### src/rtl/timer_pkg.sv
package timer_pkg;
    localparam int CNT_W   = 14;
    localparam int DATA_W  = 8;
    localparam int ADDR_W  = 3;
    localparam int HALF_W  = CNT_W + 1;
    localparam int HI_W    = CNT_W - DATA_W;
    localparam int MIN_LEN = 2;

    localparam logic [ADDR_W-1:0] OFS_LEN_LO = 3'b100;
    localparam logic [ADDR_W-1:0] OFS_LEN_HI = 3'b101;

    typedef enum logic [1:0] {
        MODE_SQ_ONE = 2'b00,
        MODE_SQ_RUN = 2'b01,
        MODE_PL_ONE = 2'b10,
        MODE_PL_RUN = 2'b11
    } tmode_e;

    typedef enum logic [1:0] {
        CMD_NOP     = 2'b00,
        CMD_HALT    = 2'b01,
        CMD_HALT_TC = 2'b10,
        CMD_GO      = 2'b11
    } tcmd_e;

    typedef struct packed {
        tmode_e           mode;
        logic [CNT_W-1:0] len;
    } tcfg_t;

    // counter value that starts the high half: rounds odd lengths up
    function automatic logic [HALF_W-1:0] first_half(input logic [CNT_W-1:0] len);
        return {1'b0, len} + {{(HALF_W-1){1'b0}}, len[0]};
    endfunction

    // counter value that starts the low half: rounds odd lengths down
    function automatic logic [HALF_W-1:0] second_half(input logic [CNT_W-1:0] len);
        return {1'b0, len} - {{(HALF_W-1){1'b0}}, len[0]};
    endfunction

    function automatic logic is_single(input tmode_e m);
        return ~m[0];
    endfunction

    function automatic logic is_pulse(input tmode_e m);
        return m[1];
    endfunction
endpackage

### src/rtl/timer_stage_regs.sv
module timer_stage_regs
    import timer_pkg::*;
(
    input  logic              clk,
    input  logic              rst,
    input  logic              we,
    input  logic [ADDR_W-1:0] addr,
    input  logic [DATA_W-1:0] wdata,
    output tcfg_t             staged
);
    logic [DATA_W-1:0] lo_q;
    logic [DATA_W-1:0] hi_q;

    always_ff @(posedge clk) begin
        if (rst) begin
            lo_q <= '0;
            hi_q <= '0;
        end else if (we) begin
            if (addr == OFS_LEN_LO) lo_q <= wdata;
            if (addr == OFS_LEN_HI) hi_q <= wdata;
        end
    end

    always_comb begin
        staged.len  = {hi_q[HI_W-1:0], lo_q};
        staged.mode = tmode_e'(hi_q[DATA_W-1:DATA_W-2]);
    end
endmodule

### src/rtl/timer_core.sv
module timer_core
    import timer_pkg::*;
(
    input  logic              clk,
    input  logic              rst,
    input  logic              cmd_we,
    input  tcmd_e             cmd,
    input  tcfg_t             staged,
    output logic              run,
    output logic              phase,
    output logic              tc,
    output logic [HALF_W-1:0] cnt,
    output tcfg_t             act
);
    logic              run_q, run_d;
    logic              phase_q, phase_d;
    logic [HALF_W-1:0] cnt_q, cnt_d;
    tcfg_t             act_q, act_d;
    logic              pend_q, pend_d;
    tcfg_t             pcfg_q, pcfg_d;
    logic              stop_q, stop_d;
    logic              half_end, tc_now, do_load, legal;
    tcfg_t             load_cfg;

    localparam logic [HALF_W-1:0] TERM = HALF_W'(2);

    assign half_end = run_q && !phase_q && (cnt_q == TERM);
    assign tc_now   = run_q &&  phase_q && (cnt_q == TERM);
    assign legal    = (staged.len >= CNT_W'(MIN_LEN));

    always_comb begin
        run_d    = run_q;
        phase_d  = phase_q;
        cnt_d    = cnt_q;
        act_d    = act_q;
        pend_d   = pend_q;
        pcfg_d   = pcfg_q;
        stop_d   = stop_q;
        do_load  = 1'b0;
        load_cfg = pcfg_q;

        // counting step
        if (run_q) begin
            if (tc_now) begin
                if (pend_q) begin
                    do_load = 1'b1;
                end else if (stop_q || is_single(act_q.mode)) begin
                    run_d = 1'b0;
                end else begin
                    phase_d = 1'b0;
                    cnt_d   = first_half(act_q.len);
                end
            end else if (half_end) begin
                phase_d = 1'b1;
                cnt_d   = second_half(act_q.len);
            end else begin
                cnt_d = cnt_q - TERM;
            end
        end

        // START: immediate when idle or at terminal count, else deferred
        if (cmd_we && cmd == CMD_GO && legal) begin
            if (!run_q || tc_now) begin
                do_load  = 1'b1;
                load_cfg = staged;
            end else begin
                pend_d = 1'b1;
                pcfg_d = staged;
                stop_d = 1'b0;
            end
        end

        if (do_load) begin
            run_d   = 1'b1;
            phase_d = 1'b0;
            cnt_d   = first_half(load_cfg.len);
            act_d   = load_cfg;
            pend_d  = 1'b0;
            stop_d  = 1'b0;
        end

        if (cmd_we && cmd == CMD_HALT_TC && run_q) begin
            stop_d = 1'b1;
            pend_d = 1'b0;
        end
        if (cmd_we && cmd == CMD_HALT && run_q) begin
            run_d = 1'b0;
        end

        if (!run_d) begin
            pend_d = 1'b0;
            stop_d = 1'b0;
        end
    end

    always_ff @(posedge clk) begin
        if (rst) begin
            run_q   <= 1'b0;
            phase_q <= 1'b0;
            cnt_q   <= '0;
            act_q   <= '0;
            pend_q  <= 1'b0;
            pcfg_q  <= '0;
            stop_q  <= 1'b0;
        end else begin
            run_q   <= run_d;
            phase_q <= phase_d;
            cnt_q   <= cnt_d;
            act_q   <= act_d;
            pend_q  <= pend_d;
            pcfg_q  <= pcfg_d;
            stop_q  <= stop_d;
        end
    end

    assign run   = run_q;
    assign phase = phase_q;
    assign tc    = tc_now;
    assign cnt   = cnt_q;
    assign act   = act_q;

    // inside a half-period the counter falls by exactly two per clock
    a_r3_step_by_two: assert property (@(posedge clk) disable iff (rst)
        run_q && !tc_now && !half_end |=> !run_q || cnt_q == $past(cnt_q) - TERM);

    // the active count and mode change only at terminal count or on a start from idle
    a_r7_hold_active: assert property (@(posedge clk) disable iff (rst)
        run_q && !tc_now |=> $stable(act_q));

    // a pending stop-after-terminal-count ends the run at terminal count
    a_r9_stop_at_tc: assert property (@(posedge clk) disable iff (rst)
        tc_now && stop_q && !pend_q && !cmd_we |=> !run_q);

    // the timer is idle right after reset
    a_r10_reset_idle: assert property (@(posedge clk) disable iff (rst)
        $past(rst) |-> !run_q);

    // a running timer never holds a length below the minimum
    a_r5_legal_len: assert property (@(posedge clk) disable iff (rst)
        run_q |-> act_q.len >= CNT_W'(MIN_LEN));
endmodule

### src/rtl/timer_outdec.sv
module timer_outdec
    import timer_pkg::*;
(
    input  logic   run,
    input  logic   phase,
    input  logic   tc,
    input  tmode_e mode,
    output logic   wave
);
    always_comb begin
        if (!run)                wave = 1'b1;
        else if (is_pulse(mode)) wave = !tc;
        else                     wave = !phase;
    end
endmodule

### src/rtl/prog_timer.sv
module prog_timer
    import timer_pkg::*;
(
    input  logic       clk,
    input  logic       rst,
    input  logic       reg_we,
    input  logic [2:0] reg_addr,
    input  logic [7:0] reg_wdata,
    input  logic       cmd_we,
    input  logic [7:0] cmd_wdata,
    input  logic [2:0] rd_addr,
    output logic [7:0] rd_data,
    output logic       tmr_out
);
    tcfg_t             staged;
    tcfg_t             act;
    logic              run, phase, tc;
    logic [HALF_W-1:0] cnt;
    logic [CNT_W-1:0]  remain;
    tcmd_e             cmd;

    assign cmd = tcmd_e'(cmd_wdata[DATA_W-1:DATA_W-2]);

    timer_stage_regs u_regs (
        .clk    (clk),
        .rst    (rst),
        .we     (reg_we),
        .addr   (reg_addr),
        .wdata  (reg_wdata),
        .staged (staged)
    );

    timer_core u_core (
        .clk    (clk),
        .rst    (rst),
        .cmd_we (cmd_we),
        .cmd    (cmd),
        .staged (staged),
        .run    (run),
        .phase  (phase),
        .tc     (tc),
        .cnt    (cnt),
        .act    (act)
    );

    timer_outdec u_out (
        .run   (run),
        .phase (phase),
        .tc    (tc),
        .mode  (act.mode),
        .wave  (tmr_out)
    );

    // halved counter: clocks left in the current half-period
    assign remain = cnt[HALF_W-1:1];

    always_comb begin
        case (rd_addr)
            OFS_LEN_LO: rd_data = remain[DATA_W-1:0];
            OFS_LEN_HI: rd_data = {act.mode, remain[CNT_W-1:DATA_W]};
            default:    rd_data = '0;
        endcase
    end

    // an idle timer drives its output high
    a_r5_idle_high: assert property (@(posedge clk) disable iff (rst)
        !run |-> tmr_out);

    // STOP leaves the output high on the next clock
    a_r8_halt_high: assert property (@(posedge clk) disable iff (rst)
        cmd_we && cmd_wdata[7:6] == 2'b01 |=> tmr_out);

    // a pulse-mode low lasts one clock only
    a_r4_one_clock_pulse: assert property (@(posedge clk) disable iff (rst)
        is_pulse(act.mode) && !tmr_out |=> tmr_out);
endmodule

### config.mk
export PLATFORM = sky130hd
export DESIGN_NAME = prog_timer
export DESIGN_NICKNAME = d
export VERILOG_FILES = /design/src/rtl/timer_pkg.sv /design/src/rtl/timer_stage_regs.sv /design/src/rtl/timer_core.sv /design/src/rtl/timer_outdec.sv /design/src/rtl/prog_timer.sv
export SDC_FILE = /design/constraint.sdc
export NUM_CORES = 1
export LEC_CHECK = 0
export ABC_AREA = 1
export ABC_CLOCK_PERIOD_IN_PS = 2300
export BUFFER_PORTS_ARGS = -buffer_cell sky130_fd_sc_hd__buf_2
export CAP_MARGIN = 20
export CORE_MARGIN = 2
export CORE_UTILIZATION = 61
export DETAILED_ROUTE_END_ITERATION = 8
export GPL_ROUTABILITY_DRIVEN = 1
export PLACE_DENSITY = 0.91
export SLEW_MARGIN = 5
export SYNTH_ARGS = -nofsm -noshare
export SYNTH_HDL_FRONTEND = slang
export SYNTH_HIERARCHICAL = 1
export SYNTH_SLANG_ARGS = --single-unit
### constraint.sdc
create_clock -name clk -period 2.3 [get_ports clk]
set_input_delay 0 -clock clk [delete_from_list [all_inputs] [get_ports clk]]
set_output_delay 0 -clock clk [all_outputs]
set_load 0.02 [all_outputs]
==> impl_metrics.toml <==
[status]
status = "completed"

[routing]
routed_via_density = 5.71
via_count = 4514
route.met3.wl_um = 753
top_layer = "met4"
drt-met1-wl_um = 4760
ant_nets = 0
routed_wl_um = 11500
route.detailed.drc = 0
firstDrtPassIters = 5
initialDrtViolationCount = 484
drt-wirelength-per-cell_um = 14.6
met2_wirelength_um = 5710

[layout]
area.growth.synth_to_final_pct = 15.1
utilization_pct = 72.8
fin_nets = 718
num_antenna_cells = 0
drive_gt1_share_pct = 20.3
nFillCells = 558

[global_routing]
grt_pass1_wl_um = 18500
track_usage_pct = 30.3
antenna_found_initial = 0
grt_start_max_net_pins = 30
grt_overflow_total = 0
first_global_vias = 4208

[logic_synthesis]
ys_warn_count = 6
syn_nets = 671
syn_area_mm2 = 0.00432
synthCells = 642
synth.avg_cell_area_um2 = 6.73

[power]
totalPowerFinal_w = 0.00320
powerDensity_mw_per_mm2 = 643
ir_worst_vdd_mv = 0.497
p_leak_nw = 2.14

[worst_hold_path]
hold_path_class = "primary input to register"
hold_start = "reg_wdata[3]"

[worst_setup_path]
startpoint = "u_core/cnt[10]"
reg2reg_from = "u_core/cnt[10]"
startpoint_type = "register"
cp.arrival_ns = 2.53
cp_max_fo = 14
critical_path_class = "register to register"
worstPathRequired_ns = 2.59
endpoint_kind = "register"

[clock_network]
cts_tree = "done"
cts.sinks = 66
clk_pin_slew_ns = 0.07
numCtsBuffers = 9
root_buffer = "clkbuf_8"
htree_levels = 3
cts.path.max_buffers = 2
clk_latency_ns = 0.34

[floorplanning]
core_area_mm2 = 0.00683
initial_core_util_pct = 63.2
die_h_um = 88.2
row_count = 30
io_pins = 35
die-area_mm2 = 0.00777
die_w_um = 88.2

[placed_design]
io_buffer_count = 28
preCtsSetupSlack_ns = 0.0585
place_congestion = 0.937
dp_hpwl_um = 8290

[sta]
finClkSkew_ns = 0.00556
period_share_pct = 97.6
finalWorstSetupSlack_ns = 0.0546
slew_violations = 0
final-hold-violation-count = 0
fmax_ghz = 0.445
tightestPinTransition_ns = 0.855
max-slew-margin-rel_pct = 42.9
finalSetupTns_ns = 0
layout_min_cycle_time_ns = 2.25
setup_viol = 0

[run]
maxCapViolCount = 0
## critical path: stages (launching register included)
cell and delay (ns):
dfxtp_1 0.35, nor2_2 0.15, nand2_1 0.11, nor2_2 0.14, nand3_2 0.13, nand2_4 0.10
nand2_4 0.10, buf_4 0.20, nand2_4 0.08, inv_2 0.06, buf_4 0.20, nor2_1 0.22
nand4_1 0.12, nand3_1 0.13, nand2_1 0.07, inv_1 0.05
## worst paths after layout
kind | end | slack (ns) | cells past startpoint
max | u_core/cnt[10] | 0.05 | 15
min | u_regs/lo_q[3] | 0.02 | 5
min reg2reg | u_core/pcfg_q[13] | 0.46 | 2
max reg2reg | u_core/cnt[10] | 0.05 | 15
## layout make-up
class / instances / area (um^2) / area share [%]
clock buffer: 9 / 124 / 2.49
clock inverter: 7 / 141 / 2.84
inverter: 71 / 272 / 5.46
multi-input combinational: 477 / 2560 / 51.5
sequential: 66 / 1320 / 26.6
tap: 96 / 120 / 2.42
timing repair buffer: 64 / 430 / 8.66
## where the power goes
| group | internal, W | total (W) | leakage, nW | switching, W |
|---|---|---|---|---|
| logic | 0.000268 | 0.000680 | 1.47 | 0.000412 |
| clock network | 0.000829 | 0.00129 | 0.129 | 0.000457 |
| registers | 0.00119 | 0.00123 | 0.535 | 0.0000405 |
| total | 0.00229 | 0.00320 | 2.14 | 0.000910 |
## metal layers
layer / vias up / GRT usage (%)
met1: 2067 / 36.1
li1: 2217 / -
met3: 31 / 5.75
met4: 0 / 13.1
met5: - / 0
met2: 199 / 53.0
## through the flow
stage	instance area (um^2)	hold WS (ns)	cells
3_5_place_dp	4570	0.342	766
4_1_cts	4890	0.00000844	787
5_1_grt	4970	0.0204	790
6_report	4970	0.0154	790
3_3_place_gp	4570	0.329	766
2_1_floorplan	4320	0.211	642
## cells in the final DEF (no fill, tap or decap), types with 2 or more instances in the layout
cell type / count
nand2_4: 5
nor2_1: 90
buf_6: 2
nand2_2: 9
dfxtp_1: 66
buf_2: 28
clkbuf_8: 9
nor3_2: 2
inv_1: 63
dlygate4sd3_1: 5
o21ai_4: 4
o211ai_1: 3
nand3_4: 2
nor4_1: 2
a211oi_2: 6
nor3_1: 8
o21ai_0: 56
nand4_1: 16
xnor2_1: 6
a21oi_1: 27
bufinv_16: 4
nand3_1: 65
nand3_2: 4
o22ai_1: 5
inv_2: 6
a31oi_1: 6
o31ai_1: 2
buf_4: 29
nand2_1: 109
ha_1: 3
nor2_2: 14
xor2_1: 8
o21ai_1: 8
nor2_4: 7
## registers in the layout, summed over array words and instances (netlist names)
signal	flops
u_core/cnt	14
u_core/phase	1
u_regs/hi_q	8
u_core/act	16
u_core/pend_q	1
u_core/pcfg_q	16
u_regs/lo_q	8
u_core/run	1
u_core/stop_q	1
## what timing repair did
item,CTS,global route
endpoints found under the hold margin,6,0
setup endpoints to repair,0,12
hold buffers,5,0
setup buffers,0,3
gates resized for setup,0,21
Power figures use the tool's default switching activity.
